$ cat src/rtl/nand_scan_pkg.sv
package nand_scan_pkg;
  typedef enum logic [2:0] {
    S_IDLE, S_CMD, S_AD0, S_AD1, S_AD2, S_WAIT, S_READ, S_FIN
  } scan_st_e;
endpackage

$ cat src/rtl/nand_zero_cnt.sv
module nand_zero_cnt #(
  parameter int W  = 8,
  parameter int ZW = $clog2(W + 1)
) (
  input  logic [W-1:0]  byte_i,
  output logic [ZW-1:0] zeros_o
);
  logic [W-1:0] inv;

  for (genvar i = 0; i < W; i++) begin : g_inv
    assign inv[i] = ~byte_i[i];
  end

  always_comb begin
    zeros_o = '0;
    for (int i = 0; i < W; i++) zeros_o = zeros_o + ZW'(inv[i]);
  end
endmodule

$ cat src/rtl/nand_scan_seq.sv
module nand_scan_seq
  import nand_scan_pkg::*;
#(
  parameter int          NUM_BLOCKS = 512,
  parameter int          BLK_W      = 9,
  parameter int          PG_W       = 4,
  parameter logic [7:0]  STATUS_COL = 8'd5,
  parameter logic [7:0]  SPARE_CMD  = 8'h50,
  parameter int          WB_CYCLES  = 2
) (
  input  logic             clk_i,
  input  logic             rst_ni,
  input  logic             start_i,
  input  logic             bus_done_i,
  input  logic             ready_i,
  output logic             cmd_req_o,
  output logic             addr_req_o,
  output logic             rd_req_o,
  output logic [7:0]       bus_data_o,
  output logic             clear_o,
  output logic             sample_o,
  output logic [BLK_W-1:0] blk_o,
  output logic             busy_o,
  output logic             done_o
);
  localparam int               WB_W = $clog2(WB_CYCLES + 1);
  localparam logic [BLK_W-1:0] LAST = BLK_W'(NUM_BLOCKS - 1);
  localparam logic [WB_W-1:0]  WB_END = WB_W'(WB_CYCLES);

  scan_st_e         st_q, st_d;
  logic [BLK_W-1:0] blk_q;
  logic [WB_W-1:0]  wb_q;
  logic [15:0]      row16;

  // first page of the block: page bits are zero
  assign row16 = 16'(blk_q) << PG_W;

  always_comb begin
    st_d = st_q;
    unique case (st_q)
      S_IDLE: if (start_i)    st_d = S_CMD;
      S_CMD:  if (bus_done_i) st_d = S_AD0;
      S_AD0:  if (bus_done_i) st_d = S_AD1;
      S_AD1:  if (bus_done_i) st_d = S_AD2;
      S_AD2:  if (bus_done_i) st_d = S_WAIT;
      S_WAIT: if (wb_q == WB_END && ready_i) st_d = S_READ;
      S_READ: if (bus_done_i) st_d = (blk_q == LAST) ? S_FIN : S_CMD;
      S_FIN:  st_d = S_IDLE;
      default: st_d = S_IDLE;
    endcase
  end

  always_ff @(posedge clk_i or negedge rst_ni) begin
    if (!rst_ni) begin
      st_q  <= S_IDLE;
      blk_q <= '0;
      wb_q  <= '0;
    end else begin
      st_q <= st_d;
      if (st_q == S_IDLE)                  blk_q <= '0;
      else if (st_q == S_READ && bus_done_i) blk_q <= blk_q + 1'b1;
      if (st_q != S_WAIT)    wb_q <= '0;
      else if (wb_q != WB_END) wb_q <= wb_q + 1'b1;
    end
  end

  always_comb begin
    bus_data_o = 8'h00;
    unique case (st_q)
      S_CMD:   bus_data_o = SPARE_CMD;
      S_AD0:   bus_data_o = STATUS_COL;
      S_AD1:   bus_data_o = row16[7:0];
      S_AD2:   bus_data_o = row16[15:8];
      default: bus_data_o = 8'h00;
    endcase
  end

  assign cmd_req_o  = (st_q == S_CMD);
  assign addr_req_o = (st_q == S_AD0) || (st_q == S_AD1) || (st_q == S_AD2);
  assign rd_req_o   = (st_q == S_READ);
  assign clear_o    = (st_q == S_IDLE) && start_i;
  assign sample_o   = (st_q == S_READ) && bus_done_i;
  assign blk_o      = blk_q;
  assign busy_o     = (st_q != S_IDLE);
  assign done_o     = (st_q == S_FIN);
endmodule

$ cat src/rtl/nand_bad_tally.sv
module nand_bad_tally #(
  parameter int BLK_W   = 9,
  parameter int CNT_W   = 10,
  parameter int ZW      = 4,
  parameter int BAD_MIN = 2
) (
  input  logic             clk_i,
  input  logic             rst_ni,
  input  logic             clear_i,
  input  logic             sample_i,
  input  logic [BLK_W-1:0] blk_i,
  input  logic [ZW-1:0]    zeros_i,
  output logic             valid_o,
  output logic [BLK_W-1:0] idx_o,
  output logic             bad_o,
  output logic [CNT_W-1:0] cnt_o
);
  logic is_bad;
  assign is_bad = (zeros_i >= ZW'(BAD_MIN));

  always_ff @(posedge clk_i or negedge rst_ni) begin
    if (!rst_ni) begin
      valid_o <= 1'b0;
      idx_o   <= '0;
      bad_o   <= 1'b0;
      cnt_o   <= '0;
    end else begin
      valid_o <= sample_i;
      if (sample_i) begin
        idx_o <= blk_i;
        bad_o <= is_bad;
      end
      if (clear_i)                cnt_o <= '0;
      else if (sample_i && is_bad) cnt_o <= cnt_o + 1'b1;
    end
  end
endmodule

$ cat src/rtl/nand_badblk_scan.sv
module nand_badblk_scan #(
  parameter int         NUM_BLOCKS      = 512,
  parameter int         PAGES_PER_BLOCK = 16,
  parameter logic [7:0] STATUS_COL      = 8'd5,
  parameter logic [7:0] SPARE_CMD       = 8'h50,
  parameter int         WB_CYCLES       = 2,
  parameter int         BAD_MIN         = 2,
  parameter int         BLK_W           = $clog2(NUM_BLOCKS),
  parameter int         CNT_W           = $clog2(NUM_BLOCKS + 1)
) (
  input  logic             clk_i,
  input  logic             rst_ni,
  input  logic             start_i,
  output logic             busy_o,
  output logic             done_o,
  output logic             cmd_req_o,
  output logic             addr_req_o,
  output logic             rd_req_o,
  output logic [7:0]       bus_data_o,
  input  logic             bus_done_i,
  input  logic [7:0]       bus_rdata_i,
  input  logic             ready_i,
  output logic             blk_valid_o,
  output logic [BLK_W-1:0] blk_idx_o,
  output logic             blk_bad_o,
  output logic [CNT_W-1:0] bad_cnt_o
);
  localparam int PG_W = $clog2(PAGES_PER_BLOCK);
  localparam int ZW   = $clog2(9);

  logic             clear, sample;
  logic [BLK_W-1:0] blk;
  logic [ZW-1:0]    zeros;

  nand_scan_seq #(
    .NUM_BLOCKS(NUM_BLOCKS), .BLK_W(BLK_W), .PG_W(PG_W),
    .STATUS_COL(STATUS_COL), .SPARE_CMD(SPARE_CMD), .WB_CYCLES(WB_CYCLES)
  ) seq_i (
    .clk_i, .rst_ni, .start_i, .bus_done_i, .ready_i,
    .cmd_req_o, .addr_req_o, .rd_req_o, .bus_data_o,
    .clear_o(clear), .sample_o(sample), .blk_o(blk),
    .busy_o, .done_o
  );

  nand_zero_cnt #(.W(8), .ZW(ZW)) zc_i (
    .byte_i(bus_rdata_i), .zeros_o(zeros)
  );

  nand_bad_tally #(
    .BLK_W(BLK_W), .CNT_W(CNT_W), .ZW(ZW), .BAD_MIN(BAD_MIN)
  ) tally_i (
    .clk_i, .rst_ni, .clear_i(clear), .sample_i(sample),
    .blk_i(blk), .zeros_i(zeros),
    .valid_o(blk_valid_o), .idx_o(blk_idx_o), .bad_o(blk_bad_o),
    .cnt_o(bad_cnt_o)
  );
endmodule

$ cat config.mk
export PLATFORM = sky130hd
export DESIGN_NAME = nand_badblk_scan
export DESIGN_NICKNAME = d
export VERILOG_FILES = /design/src/rtl/nand_scan_pkg.sv /design/src/rtl/nand_zero_cnt.sv /design/src/rtl/nand_scan_seq.sv /design/src/rtl/nand_bad_tally.sv /design/src/rtl/nand_badblk_scan.sv
export SDC_FILE = /design/constraint.sdc
export NUM_CORES = 1
export LEC_CHECK = 0
export BUFFER_PORTS_ARGS = -buffer_cell sky130_fd_sc_hd__buf_2
export CAP_MARGIN = 40
export CORE_MARGIN = 3
export CORE_UTILIZATION = 30
export DETAILED_ROUTE_END_ITERATION = 16
export GPL_ROUTABILITY_DRIVEN = 0
export SETUP_SLACK_MARGIN = 0.2
export SLEW_MARGIN = 25
export SYNTH_ARGS = -nofsm -noshare
export SYNTH_HDL_FRONTEND = slang
export SYNTH_HIERARCHICAL = 1
export SYNTH_SLANG_ARGS = --single-unit
$ cat constraint.sdc
create_clock -name clk_i -period 5 [get_ports clk_i]
set_input_delay 1.5 -clock clk_i [delete_from_list [all_inputs] [get_ports clk_i]]
set_output_delay 1.5 -clock clk_i [all_outputs]
set_load 0.1 [all_outputs]
== Word-level counts from Yosys, hierarchy flattened ==
Index checks and enable logic that the tools add are counted.

* Output and inout port bits: 34
* Input bits: 13
* Word-level logic and storage cells: 72
* Register bits after elaboration: 35

* Bitwise operators: 8
* Muxes and demuxes: 16
* Add/subtract/negate cells: 10
* Equality and inequality tests: 18
* $lt $le $gt $ge: 1
* Reductions and logical operators: 12

{| class="wikitable"
|+ Operator list
! cell !! number
|-
| 8-bit case mux with 4 select lines || 1
|-
| 4-bit by 1-bit adder with 4-bit output || 6
|-
| 3-bit 2-to-1 mux || 8
|-
| 3-bit case mux with 8 select lines || 1
|-
| 10-bit 2-to-1 mux || 2
|-
| 9-bit 2-to-1 mux || 2
|-
| 3-bit equality test (second input constant) || 4
|-
| 10-bit by 1-bit adder with 10-bit output (second input constant) || 1
|-
| 2-bit inequality test (second input constant) || 5
|-
| 9-bit by 1-bit adder with 9-bit output (second input constant) || 1
|-
| 9-bit equality test (second input constant) || 1
|-
| 1-bit NOT || 8
|-
| 7-bit AND reduction || 1
|-
| 3-bit by 2-bit equality test with 1-bit output (second input constant) || 2
|-
| 2-bit by 1-bit inequality test with 1-bit output (second input constant) || 3
|-
| 2-bit nonzero test || 3
|-
| 4-bit by 2-bit greater-or-equal comparator with 1-bit output (second input constant) || 1
|-
| 1-bit logical AND || 4
|-
| 2-bit 2-to-1 mux || 2
|-
| 3-bit by 1-bit equality test with 1-bit output (second input constant) || 1
|-
| 3-bit zero test || 1
|-
| 3-bit inequality test (second input constant) || 1
|-
| 3-bit nonzero test || 1
|-
| 1-bit by 1-bit adder with 2-bit output || 1
|-
| other kinds (3) || 4
|}

== Depth between registers and ports, before layout ==
Gate-level depths: netlist (run 1).

* Depth after elaboration: 12
* Gate-level depth with buffers: 11
* Depth with buffers taken out: 11

== Cells and area by module ==
The synthesis (run 1) kept the hierarchy.

{| class="wikitable"
|+ By module, submodules not included
! module !! cells each !! area an instance (sq um) !! instances !! sequential area each (sq um)
|-
| nand_bad_tally || 74 || 919.6 || 1 || 525.5
|-
| nand_scan_seq || 103 || 889.6 || 1 || 350.3
|-
| nand_zero_cnt || 21 || 178.9 || 1 || 0.0
|}

== Least setup slack after synthesis (run 1) ==
Ideal clock, no wire load.

* Path kind: input to register
* Start point: input port bus_rdata_i[0]
* End point: register tally_i.cnt_o[8]
* Data required time: 4.875 ns
* Cell stages on the path: 11
* Setup slack: 0.205 ns
* Library setup time: 0.125 ns
* Path buffers: 0
* Arrival: 4.670 ns
* Path through: fa_1 inv_1 fa_1 fa_1 ha_1 inv_1 fa_1 xnor2_1 o311ai_2 nor4_1 mux2_2

* Word-level cells in the longest chain between the ends: 11

{| class="wikitable"
|+ RTL lines
! item !! RTL line !! text
|-
| start: declaration || nand_badblk_scan.sv:21 || <nowiki>input logic [7:0] bus_rdata_i,</nowiki>
|-
| 1-bit NOT || nand_zero_cnt.sv:11 || <nowiki>assign inv[i] = ~byte_i[i];</nowiki>
|-
| 1-bit by 1-bit adder with 2-bit output || nand_zero_cnt.sv:16 || <nowiki>for (int i = 0; i < W; i++) zeros_o = zeros_o + ZW'(inv[i]);</nowiki>
|-
| 4-bit by 1-bit adder with 4-bit output (6 in series) || nand_zero_cnt.sv:16 ||
|-
| via zeros[2] || nand_badblk_scan.sv:33 || <nowiki>logic [ZW-1:0] zeros;</nowiki>
|-
| 4-bit by 2-bit greater-or-equal comparator with 1-bit output || nand_bad_tally.sv:19 || <nowiki>assign is_bad = (zeros_i >= ZW'(BAD_MIN));</nowiki>
|-
| 1-bit logical AND || nand_bad_tally.sv:34 || <nowiki>else if (sample_i && is_bad) cnt_o <= cnt_o + 1'b1;</nowiki>
|-
| 2-bit nonzero test (no line) || - ||
|-
| end signal: assignment || nand_bad_tally.sv:34 ||
|-
| end: declaration || nand_bad_tally.sv:16 || <nowiki>output logic [CNT_W-1:0] cnt_o</nowiki>
|}

The timed path passes the listed nets, and every way through them passes these cells.
A chain may end at the register's enable or synchronous reset.

== Worst setup path after layout (run 1) ==
Same ends and word-level chain as after synthesis.

==> metrics.txt, run 1 <==
status=completed; clk sink count=35; # setup viols final=0; Fill cells=655; Post-Place Cells=318; CP Capture Type=register; sum of negative setup slack=0 ns; Crit Path Max Fanout=6; pin count of the biggest net entering global routing=24; Place WS=between 0.003 and 0.004 ns; initial DRC count=81; Avg Cell Area, Syn=between 10 and 15 um^2; DR vias/cell=5.07; number of CTS-inserted buffers=5; H-Tree Depth=2; Slew HR=55.1%; mapped cell area=0.00199 mm^2; number of synthesized register bits=35; Arr. time, crit path=4.84 ns; DIE WIDTH=87.4 um; router iterations before antenna repair=4; unrepaired setup endpoints after global routing=false; # IOs=47; clock period minus worst slack=between 4 and 5 ns; DP Area=0.00233 mm^2; commonest non-fill, non-tap cell in the layout=buf_2; Crit-path slowest cell=fa_1; Final WS setup=0.332 ns; Worst-path clk slew=0.08 ns; # Post-CTS Setup Buffers=0; critical path type=in2reg; CTS tree=done; Worst Clk Skew=0.00681 ns; final instance area=0.00244 mm^2; Min-Delay Path Class=reg2reg; Synth Instances=around 200; most frequent cells in the layout=46 x buf_2, 35 x dfrtp_1, 21 x inv_1; crit-path most repeated cell=fa_1; CORE AREA=0.00639 mm^2; Critical Path, Cell by Cell=buf_2 > fa_1 > inv_1 > fa_1 > fa_1 > ha_1 > inv_1 > fa_1 > xnor2_1 > buf_4 > o311ai_2 > nor4_2 > mux2_2; final core occ=38.3%; Detailed Route WL=4420 um; Tcrit/Tclk final=93.4%; Max Cap Viol=0; worst-skew pair later-pin latency=about 0.29 ns; drt wl/cell=approximately 14 um; Antenna diodes=0; Max VDD drop=0.494 mV; Slew Viols, Final=0; Die Y=87.4 um; initial antenna violation count=0; vias in the first global route=1,530; Bufs on Longest Clock Path=2; Remaining DRCs=0; GRT Overall Usage=12.6%; Die ar.=approximately 0.0076 mm^2; WHS=0.506 ns; final hold viol count=0; Setup crit start kind=primary input; Initial Util=between 30 and 40%; Finished Layout Cells=326; part of the Yosys area used for sequential elements=44.1%; family with the most delay on the worst path=adder cells; final-stage net count=between 200 and 300; number of synthesis warnings=6; Buffers & Inverters on Critical Path=4; CP required=5.17 ns; actual slew at the worst max-slew pin=0.672 ns; Synth cell types=39; P_leak=1.24 nW; Power Total=1.25 mW; max incr delay on CP=0.53 ns; share of layout cells above drive strength 1=30.5%; hold buffers post-CTS=0; R2R Setup Slk=2.37 ns; IO Port Bufs=46; antenna viol nets, final=0; FP Rows=29; first-pass GRT wire length=7490 um; post-synthesis net count=222; hpwl dp=~3300 um; PwrDens=about 510 mW/mm^2; CTS root buf=clkbuf_8; Achievable Freq=214 MHz; routed via count=between 1,500 and 2,000; area delta synth->final=23.0%; Overflow after GRT=0
==> Yosys cell counts, drive strengths merged <==
| cell type | number | share of area [%] |
|---|---|---|
| dfrtp | 35 | 44 |
| inv | 21 | 4.0 |
| nor2 | 15 | 2.8 |
| a21oi | 14 | 3.5 |
| nand2 | 14 | 2.6 |
| mux2 | 12 | 6.8 |
| ha | 7 | 4.4 |
| o21ai | 7 | 1.8 |
| o31ai | 7 | 3.3 |
| nand3 | 6 | 1.5 |
| or4 | 6 | 2.3 |
| and2 | 5 | 1.6 |
| nor2b | 5 | 1.6 |
| buf | 4 | 1.0 |
| fa | 4 | 4.0 |
| a22o | 3 | 1.3 |
| clkbuf | 3 | 0.57 |
| nand4 | 3 | 0.94 |
| or3 | 3 | 0.94 |
| mux2i | 2 | 1.0 |
| nand2b | 2 | 0.63 |
| nor3 | 2 | 0.75 |
| nor4 | 2 | 0.63 |
| o311ai | 2 | 1.3 |
| xnor2 | 2 | 0.88 |
| xor2 | 2 | 0.88 |
| a211oi | 1 | 0.38 |
| a21bo | 1 | 0.50 |
| a32o | 1 | 0.50 |
| and3 | 1 | 0.31 |
| nand3b | 1 | 0.38 |
| nand4b | 1 | 1.2 |
| nor3b | 1 | 0.38 |
| o21a | 1 | 0.38 |
| o221ai | 1 | 0.44 |
| o41ai | 1 | 0.44 |
==> path summary, 6_finish.rpt <==
check	start	cells past startpoint	end
max	bus_rdata_i[0]	13	tally_i/cnt_o[8]
min	tally_i/idx_o[5]	1	tally_i/idx_o[5]
max reg2reg	seq_i/st_q[1]	5	tally_i/cnt_o[6]
min reg2reg	tally_i/idx_o[5]	1	tally_i/idx_o[5]
max in group asynchronous	rst_ni	2	tally_i/cnt_o[0]
min in group asynchronous	rst_ni	1	seq_i/wb_q[1]
==> routing by layer <==
layer | up-vias | GRT usage (%) | share of wire [%]
li1 | 797 | - | -
met1 | 796 | 16.3 | 45
met2 | 53 | 20.0 | 47
met3 | 8 | 3.41 | 6.9
met4 | 0 | 4.60 | 1.5
met5 | - | 0 | 0
==> power breakdown <==
part | switching, mW | internal [mW]
clock | 0.111 | 0.149
combinational | 0.490 | 0.128
sequential | 0.0635 | 0.313
==> cell families (layout without fill, tap and decap cells) <==
| kind of cell | Yosys count | after routing | share of synthesized area (%) |
|---|---|---|---|
| multiplexers | 14 | 14 | 7.80 |
| AO/OA/AOI/OAI | 39 | 39 | 13.8 |
| adder cells (fa/ha/maj) | 11 | 11 | 8.43 |
| XOR/XNOR | 4 | 4 | 1.76 |
| buffers and inverters | 28 | 79 | 5.54 |
| flip-flops | 35 | 35 | 44.1 |
| AND/OR/NAND/NOR | 67 | 67 | 18.6 |
==> registers in the layout, summed over array words and instances, names as in the netlist <==
signal / cells
tally_i/valid_o: 1
tally_i/cnt_o: 10
seq_i/wb_q: 2
seq_i/st_q: 3
tally_i/idx_o: 9
seq_i/blk_o: 9
tally_i/bad_o: 1
==> final cells by class <==
| type | count | area (um^2) | area share (%) |
|---|---|---|---|
| repair buffers | 50 | 273 | 11.2 |
| multi-input cells | 135 | 1010 | 41.2 |
| clock inverters | 3 | 43.8 | 1.79 |
| clock buffers | 5 | 68.8 | 2.81 |
| inverters | 21 | 78.8 | 3.22 |
| flip-flops and latches | 35 | 876 | 35.8 |
| well taps | 77 | 96.3 | 3.94 |
==> worst reg2reg max path, stage by stage, from the launching register on <==
cell and delay, ns:
dfrtp_1 0.67, nand4b_4 0.28, inv_1 0.58, o311ai_2 0.33, or4_1 0.54, a21oi_1 0.15
==> what timing repair did <==
item,in CTS,in global routing
endpoints found under the hold margin,0,0
setup endpoints to repair,0,1
gates resized for setup,0,1
(Power assumes the default switching activity.)
==> run 2: changes to the inputs <==
--- a/config.mk
+++ b/config.mk
@@ -11,6 +11,7 @@
 export CORE_UTILIZATION = 30
 export DETAILED_ROUTE_END_ITERATION = 16
 export GPL_ROUTABILITY_DRIVEN = 0
+export REMOVE_ABC_BUFFERS = 1
 export SETUP_SLACK_MARGIN = 0.2
 export SLEW_MARGIN = 25
 export SYNTH_ARGS = -nofsm -noshare
==> run 2 against run 1 <==
- fmax increased by 1.2%
- highest routed layer unchanged
- power decreased by 3.6%
- register-to-register slack improved by 0.08 ns
- first-iteration DRC count decreased by 8.6%
- global-route usage decreased by 0.75 points
- count of clock-buffer cells in the layout unchanged
- non-clock buffer count unchanged
- worst hold slack got worse by 0.0024 ns
- sequential share of layout area decreased by 0.055 points
- via count decreased by 4.0%
- clock skew increased by 0.0029 ns
- flip-flop and latch count unchanged
==> metrics.txt, run 2 (synthesis gave the netlist of run 1 again) <==
status=completed; pin count of the biggest net entering global routing=36 (+50%); routed via count=1,588 (-4.0%); P_leak=1.22 nW (-1.1%); met3 usage in global routing=2.84% (-0.57 points); Achievable Freq=217 MHz (+1.2%); most frequent cells in the layout=46 x buf_2, 35 x dfrtp_1, 21 x inv_1; CTS tree=done; Worst Clk Skew=0.00970 ns (+0.00289 ns); Critical path origin=bus_rdata_i[0]; Detailed Route WL=4260 um (-3.6%); met2 usage=19.9% (-0.14 points); R2R Setup Slk=2.45 ns (+0.08 ns); CORE AREA=0.00639 mm^2 (unchanged); IO Port Bufs=46 (unchanged); antenna viol nets, final=0 (unchanged); met1 track demand over resource=15.1% (-1.2 points); final-stage net count=272 (unchanged); Tcrit/Tclk final=92.3% (-1.1 points); PwrDens=494 mW/mm^2 (-3.7%); hold path depth=1 (unchanged); Initial Util=31.1% (unchanged); first-pass GRT wire length=7190 um (-4.0%); vias in the first global route=1,514 (-1.0%); hold buffers post-CTS=0 (unchanged); max incr delay on CP=0.53 ns (about the same); Crit-path slowest cell=fa_1; Bufs on Longest Clock Path=2 (unchanged); area delta synth->final=23.2%; Final WS setup=0.387 ns (+0.0546 ns); FF+latch area=876 um^2 (unchanged); H-Tree Depth=2 (unchanged); # IOs=47 (unchanged); GRT busiest layer=met2; unrepaired setup endpoints after global routing=false; DR vias/cell=4.87 (-4.0%); clk sink count=35 (unchanged); Power Total=1.21 mW (-3.6%); Max VDD drop=0.537 mV (+8.6%); Die ar.=0.00764 mm^2 (unchanged); Finished Layout Cells=326 (unchanged); actual slew at the worst max-slew pin=0.711 ns (+0.0382 ns); # setup viols final=0 (unchanged); router iterations before antenna repair=4 (unchanged); Slew Viols, Final=0 (unchanged); Overflow after GRT=0 (unchanged); Worst-path clk slew=0.08 ns (about the same); number of CTS-inserted buffers=5 (unchanged); Reg2Reg Depth=5 (unchanged); Die Y=87.4 um (unchanged); Max Cap Viol=0 (unchanged); Critical Path, Cell by Cell=buf_2 > fa_1 > inv_1 > fa_1 > fa_1 > ha_1 > inv_1 > fa_1 > xnor2_1 > buf_4 > o31ai_4 > nor4_2 > mux2_2; Arr. time, crit path=4.79 ns (-0.05 ns); share of layout cells above drive strength 1=30.9% (+0.40 points); Min-Delay Path Class=reg2reg; reg2reg end=tally_i/cnt_o[9]; commonest non-fill, non-tap cell in the layout=buf_2; crit-path most repeated cell=fa_1; critical path type=in2reg; drt wl/cell=13.1 um (-3.6%); hpwl dp=3110 um (-4.5%); Slew HR=52.6% (-2.6 points); Remaining DRCs=0 (unchanged); max FFs per register=10 (unchanged); Largest Register=tally_i/cnt_o; multi-input logic area=0.00102 mm^2 (+1.6%); CP required=5.18 ns (about the same); CTS root buf=clkbuf_8; CP Capture Type=register; Setup crit start kind=primary input; final hold viol count=0 (unchanged); DIE WIDTH=87.4 um (unchanged); Crit Path Max Fanout=6 (unchanged); FP Rows=29 (unchanged); Fill cells=636 (-2.9%); clock period minus worst slack=4.61 ns (-0.0546 ns); Worst R2R Start=seq_i/st_q[1]; GRT Overall Usage=11.8% (-0.75 points); Post-Place Cells=317 (-0.31%); Antenna diodes=0 (unchanged); # Post-CTS Setup Buffers=0 (unchanged); CP endpoint=tally_i/cnt_o[9]; initial DRC count=74 (-8.6%); sum of negative setup slack=0 ns (unchanged); Place WS=-0.00718 ns (-0.0107 ns); initial antenna violation count=0 (unchanged); worst-skew pair later-pin latency=0.29 ns (about the same); final core occ=38.3% (+0.059 points)
==> run 2: metrics by stage <==
stage	hold slack, ns	instance area (um^2)
3_5_place_dp	0.491	2310
5_1_grt	0.525	2450
2_1_floorplan	0.487	1960
6_report	0.503	2450
4_1_cts	0.510	2400
3_3_place_gp	0.485	2310
==> run 2: area by class of cell <==
type	instances	share of cell area, %
Clock buffer	5	2.81
Multi-Input combinational cell	135	41.8
Clock inverter	3	0.971
Tap cell	77	3.93
Sequential cell	35	35.8
Timing Repair Buffer	50	11.4
Inverter	21	3.22
==> run 2: worst max-delay path, delay by kind of cell <==
kind            cells  cell delay, ns
xor+xnor            1            0.15
mux                 1            0.36
fa+ha+maj           5            2.01
buf+inv             4            0.37
simple gates        1            0.32
compound gates      1            0.09
==> run 2: worst min path at each step <==
stage                           startpoint                to  slack [ns]
after global routing      tally_i/idx_o[4]  tally_i/idx_o[4]        0.52
after CTS                 tally_i/idx_o[3]  tally_i/idx_o[3]        0.51
after floorplan             seq_i/blk_o[6]    seq_i/blk_o[6]        0.49
after detailed placement  tally_i/idx_o[3]  tally_i/idx_o[3]        0.49
final                     tally_i/idx_o[6]  tally_i/idx_o[6]        0.50
after global placement    tally_i/idx_o[4]  tally_i/idx_o[4]        0.48
==> run 2: what timing repair did <==
item / in CTS / in global routing
gates resized for setup: 0 / 3
hold endpoints to repair: 0 / 0
endpoints found under the setup margin: 0 / 4
==> run 2: metal layers <==
layer	up-vias	part of all wire, %
li1	795	-
met3	7	6.1
met5	-	0
met1	742	45
met4	0	1.2
met2	44	48
==> run 2: where the power goes <==
part / switching, mW / internal [mW] / total [mW] / leakage [nW]
combinational: 0.492 / 0.128 / 0.621 / 0.703
sequential: 0.0641 / 0.313 / 0.377 / 0.479
clock: 0.112 / 0.0995 / 0.212 / 0.0408
total: 0.669 / 0.541 / 1.21 / 1.22
==> run 3: changes to the inputs <==
--- a/config.mk
+++ b/config.mk
@@ -11,6 +11,7 @@
 export CORE_UTILIZATION = 30
 export DETAILED_ROUTE_END_ITERATION = 16
 export GPL_ROUTABILITY_DRIVEN = 0
+export RECOVER_POWER = 100
 export REMOVE_ABC_BUFFERS = 1
 export SETUP_SLACK_MARGIN = 0.2
 export SLEW_MARGIN = 25
==> run 3 against run 2 <==
- flip-flop and latch count unchanged
- count of clock-buffer cells in the layout is the same
- sequential share of layout area is 1.7 points higher
- critical path depth stayed put
- critical path type unchanged
- largest cell class unchanged
==> metrics.txt, run 3 (synthesis gave the netlist of run 1 again) <==
Max VDD drop=0.484 mV (-9.8%); H-Tree Depth=2 (unchanged); sum of negative setup slack=0 ns (unchanged); GRT Overall Usage=11.8% (unchanged); Crit-path slowest cell=fa_1; Remaining DRCs=0 (unchanged); max incr delay on CP=0.53 ns (about the same); Critical path origin=bus_rdata_i[0]; Worst-path clk slew=0.08 ns (about the same); Achievable Freq=216 MHz (-0.50%); Overflow after GRT=0 (unchanged); clock period minus worst slack=4.64 ns (+0.0232 ns); CORE AREA=0.00639 mm^2 (unchanged); reg2reg end=tally_i/cnt_o[8]; max FFs per register=10 (unchanged); # setup viols final=0 (unchanged); commonest non-fill, non-tap cell in the layout=clkbuf_1; Reg2Reg Depth=5 (unchanged); Bufs on Longest Clock Path=2 (unchanged); status=completed; number of CTS-inserted buffers=5 (unchanged); PwrDens=506 mW/mm^2 (+2.5%); Max Cap Viol=0 (unchanged); Arr. time, crit path=4.81 ns (+0.02 ns); initial DRC count=73 (-1.4%); routed via count=1,585 (-0.19%); IO Port Bufs=46 (unchanged); # Post-CTS Setup Buffers=0 (unchanged); Pint=0.521 mW (-3.6%); # IOs=47 (unchanged); CP endpoint=tally_i/cnt_o[9]; Detailed Route WL=4280 um (+0.54%); Worst Clk Skew=0.00919 ns (-0.000512 ns); Initial Util=31.1% (unchanged); worst-skew pair later-pin latency=0.29 ns (about the same); Tcrit/Tclk final=92.7% (+0.46 points); Buffers & Inverters on Critical Path=4 (unchanged); drt wl/cell=13.1 um (+0.54%); CTS tree=done; DR vias/cell=4.86 (-0.19%); Sw Ratio=55.9% (+0.64 points); most frequent cells in the layout=39 x clkbuf_1, 35 x dfrtp_1, 21 x inv_1; Worst path depth=13 (unchanged); family with the most delay on the worst path=adder cells; hpwl dp=3110 um (unchanged); Die ar.=0.00764 mm^2 (unchanged); vias in the first global route=1,514 (unchanged); FP Rows=29 (unchanged); actual slew at the worst max-slew pin=1.19 ns (+0.483 ns); unrepaired setup endpoints after global routing=false; final instance area=0.00234 mm^2 (-4.6%); area delta synth->final=17.5%; DP Area=0.00231 mm^2 (unchanged); Antenna diodes=0 (unchanged); sequential power share=31.5% (+0.3 points); Largest Register=tally_i/cnt_o; antenna viol nets, final=0 (unchanged); net switching power figure=0.661 mW (-1.1%); Die Y=87.4 um (unchanged); Crit Path Max Fanout=6 (unchanged); Slew HR=20.8% (-32 points); clk sink count=35 (unchanged); CP required=5.18 ns (about the same); CP Capture Type=register; Slew Viols, Final=0 (unchanged); Setup crit start kind=primary input; R2R Setup Slk=2.16 ns (-0.29 ns); DIE WIDTH=87.4 um (unchanged); share of layout cells above drive strength 1=14.1% (-17 points); crit-path most repeated cell=fa_1; Finished Layout Cells=326 (unchanged); initial antenna violation count=0 (unchanged); Critical Path, Cell by Cell=clkbuf_1 > fa_1 > inv_1 > fa_1 > fa_1 > ha_1 > inv_1 > fa_1 > xnor2_1 > buf_4 > o31ai_4 > nor4_1 > mux2_2; Post-Place Cells=317 (unchanged); pin count of the biggest net entering global routing=36 (unchanged); router iterations before antenna repair=4 (unchanged); final hold viol count=0 (unchanged); Min-Delay Path Class=reg2reg; Comb power frac=50.6% (-0.7 points); first-pass GRT wire length=7190 um (unchanged); critical path type=in2reg; CTS root buf=clkbuf_8; Clock power frac=17.9% (+0.4 points); P_leak=1.04 nW (-15%); final-stage net count=272 (unchanged); Worst R2R Start=seq_i/st_q[1]
## run 3: worst min path at each step
stage / from / end / cells after the start
final: tally_i/idx_o[6] / tally_i/idx_o[6] / 1
after global routing: tally_i/idx_o[4] / tally_i/idx_o[4] / 1
after CTS: tally_i/idx_o[3] / tally_i/idx_o[3] / 1
after detailed placement: tally_i/idx_o[3] / tally_i/idx_o[3] / 1
after global placement: tally_i/idx_o[4] / tally_i/idx_o[4] / 1
after floorplan: seq_i/blk_o[6] / seq_i/blk_o[6] / 1
## run 3: stage by stage
step / setup slack, ns / utilization (%) / hold WS, ns / power [mW]
after CTS: 0.303 / 37.6 / 0.510 / 1.22
after global placement: 0.0878 / 36.1 / 0.485 / 0.994
after detailed placement: -0.00718 / 36.1 / 0.491 / 1.00
after floorplan: 0.195 / - / 0.487 / 0.886
final: 0.364 / 36.6 / 0.508 / 1.18
after global routing: 0.162 / 36.6 / 0.530 / 1.25
## run 3: routing by layer
| metal | vias up | track usage [%] | part of all wire, % |
|---|---|---|---|
| li1 | 793 | - | - |
| met1 | 742 | 15.1 | 45 |
| met2 | 43 | 19.9 | 48 |
| met3 | 7 | 2.84 | 5.8 |
| met4 | 0 | 3.35 | 1.2 |
| met5 | - | 0 | 0 |
## run 3: cell type report
cell class	instances	area (um^2)
clock buffer	5	68.8
sequential	35	876
timing repair buffer	50	204
multi-input combinational	135	988
tap	77	96.3
fill	670	4050
inverter	21	78.8
clock inverter	3	23.8
## run 3: power by group through the flow
stage	logic (mW)	clock network (mW)	registers [mW]
2_1_floorplan	0.417	0	0.469
3_3_place_gp	0.613	0	0.381
3_5_place_dp	0.621	0	0.382
4_1_cts	0.621	0.221	0.376
5_1_grt	0.637	0.230	0.381
6_report	0.599	0.212	0.372
## run 3: repair_timing
| action | in CTS | in global routing |
|---|---|---|
| gates resized for setup | 0 | 3 |
| endpoints found under the setup margin | 0 | 4 |
| hold buffers | 0 | 0 |
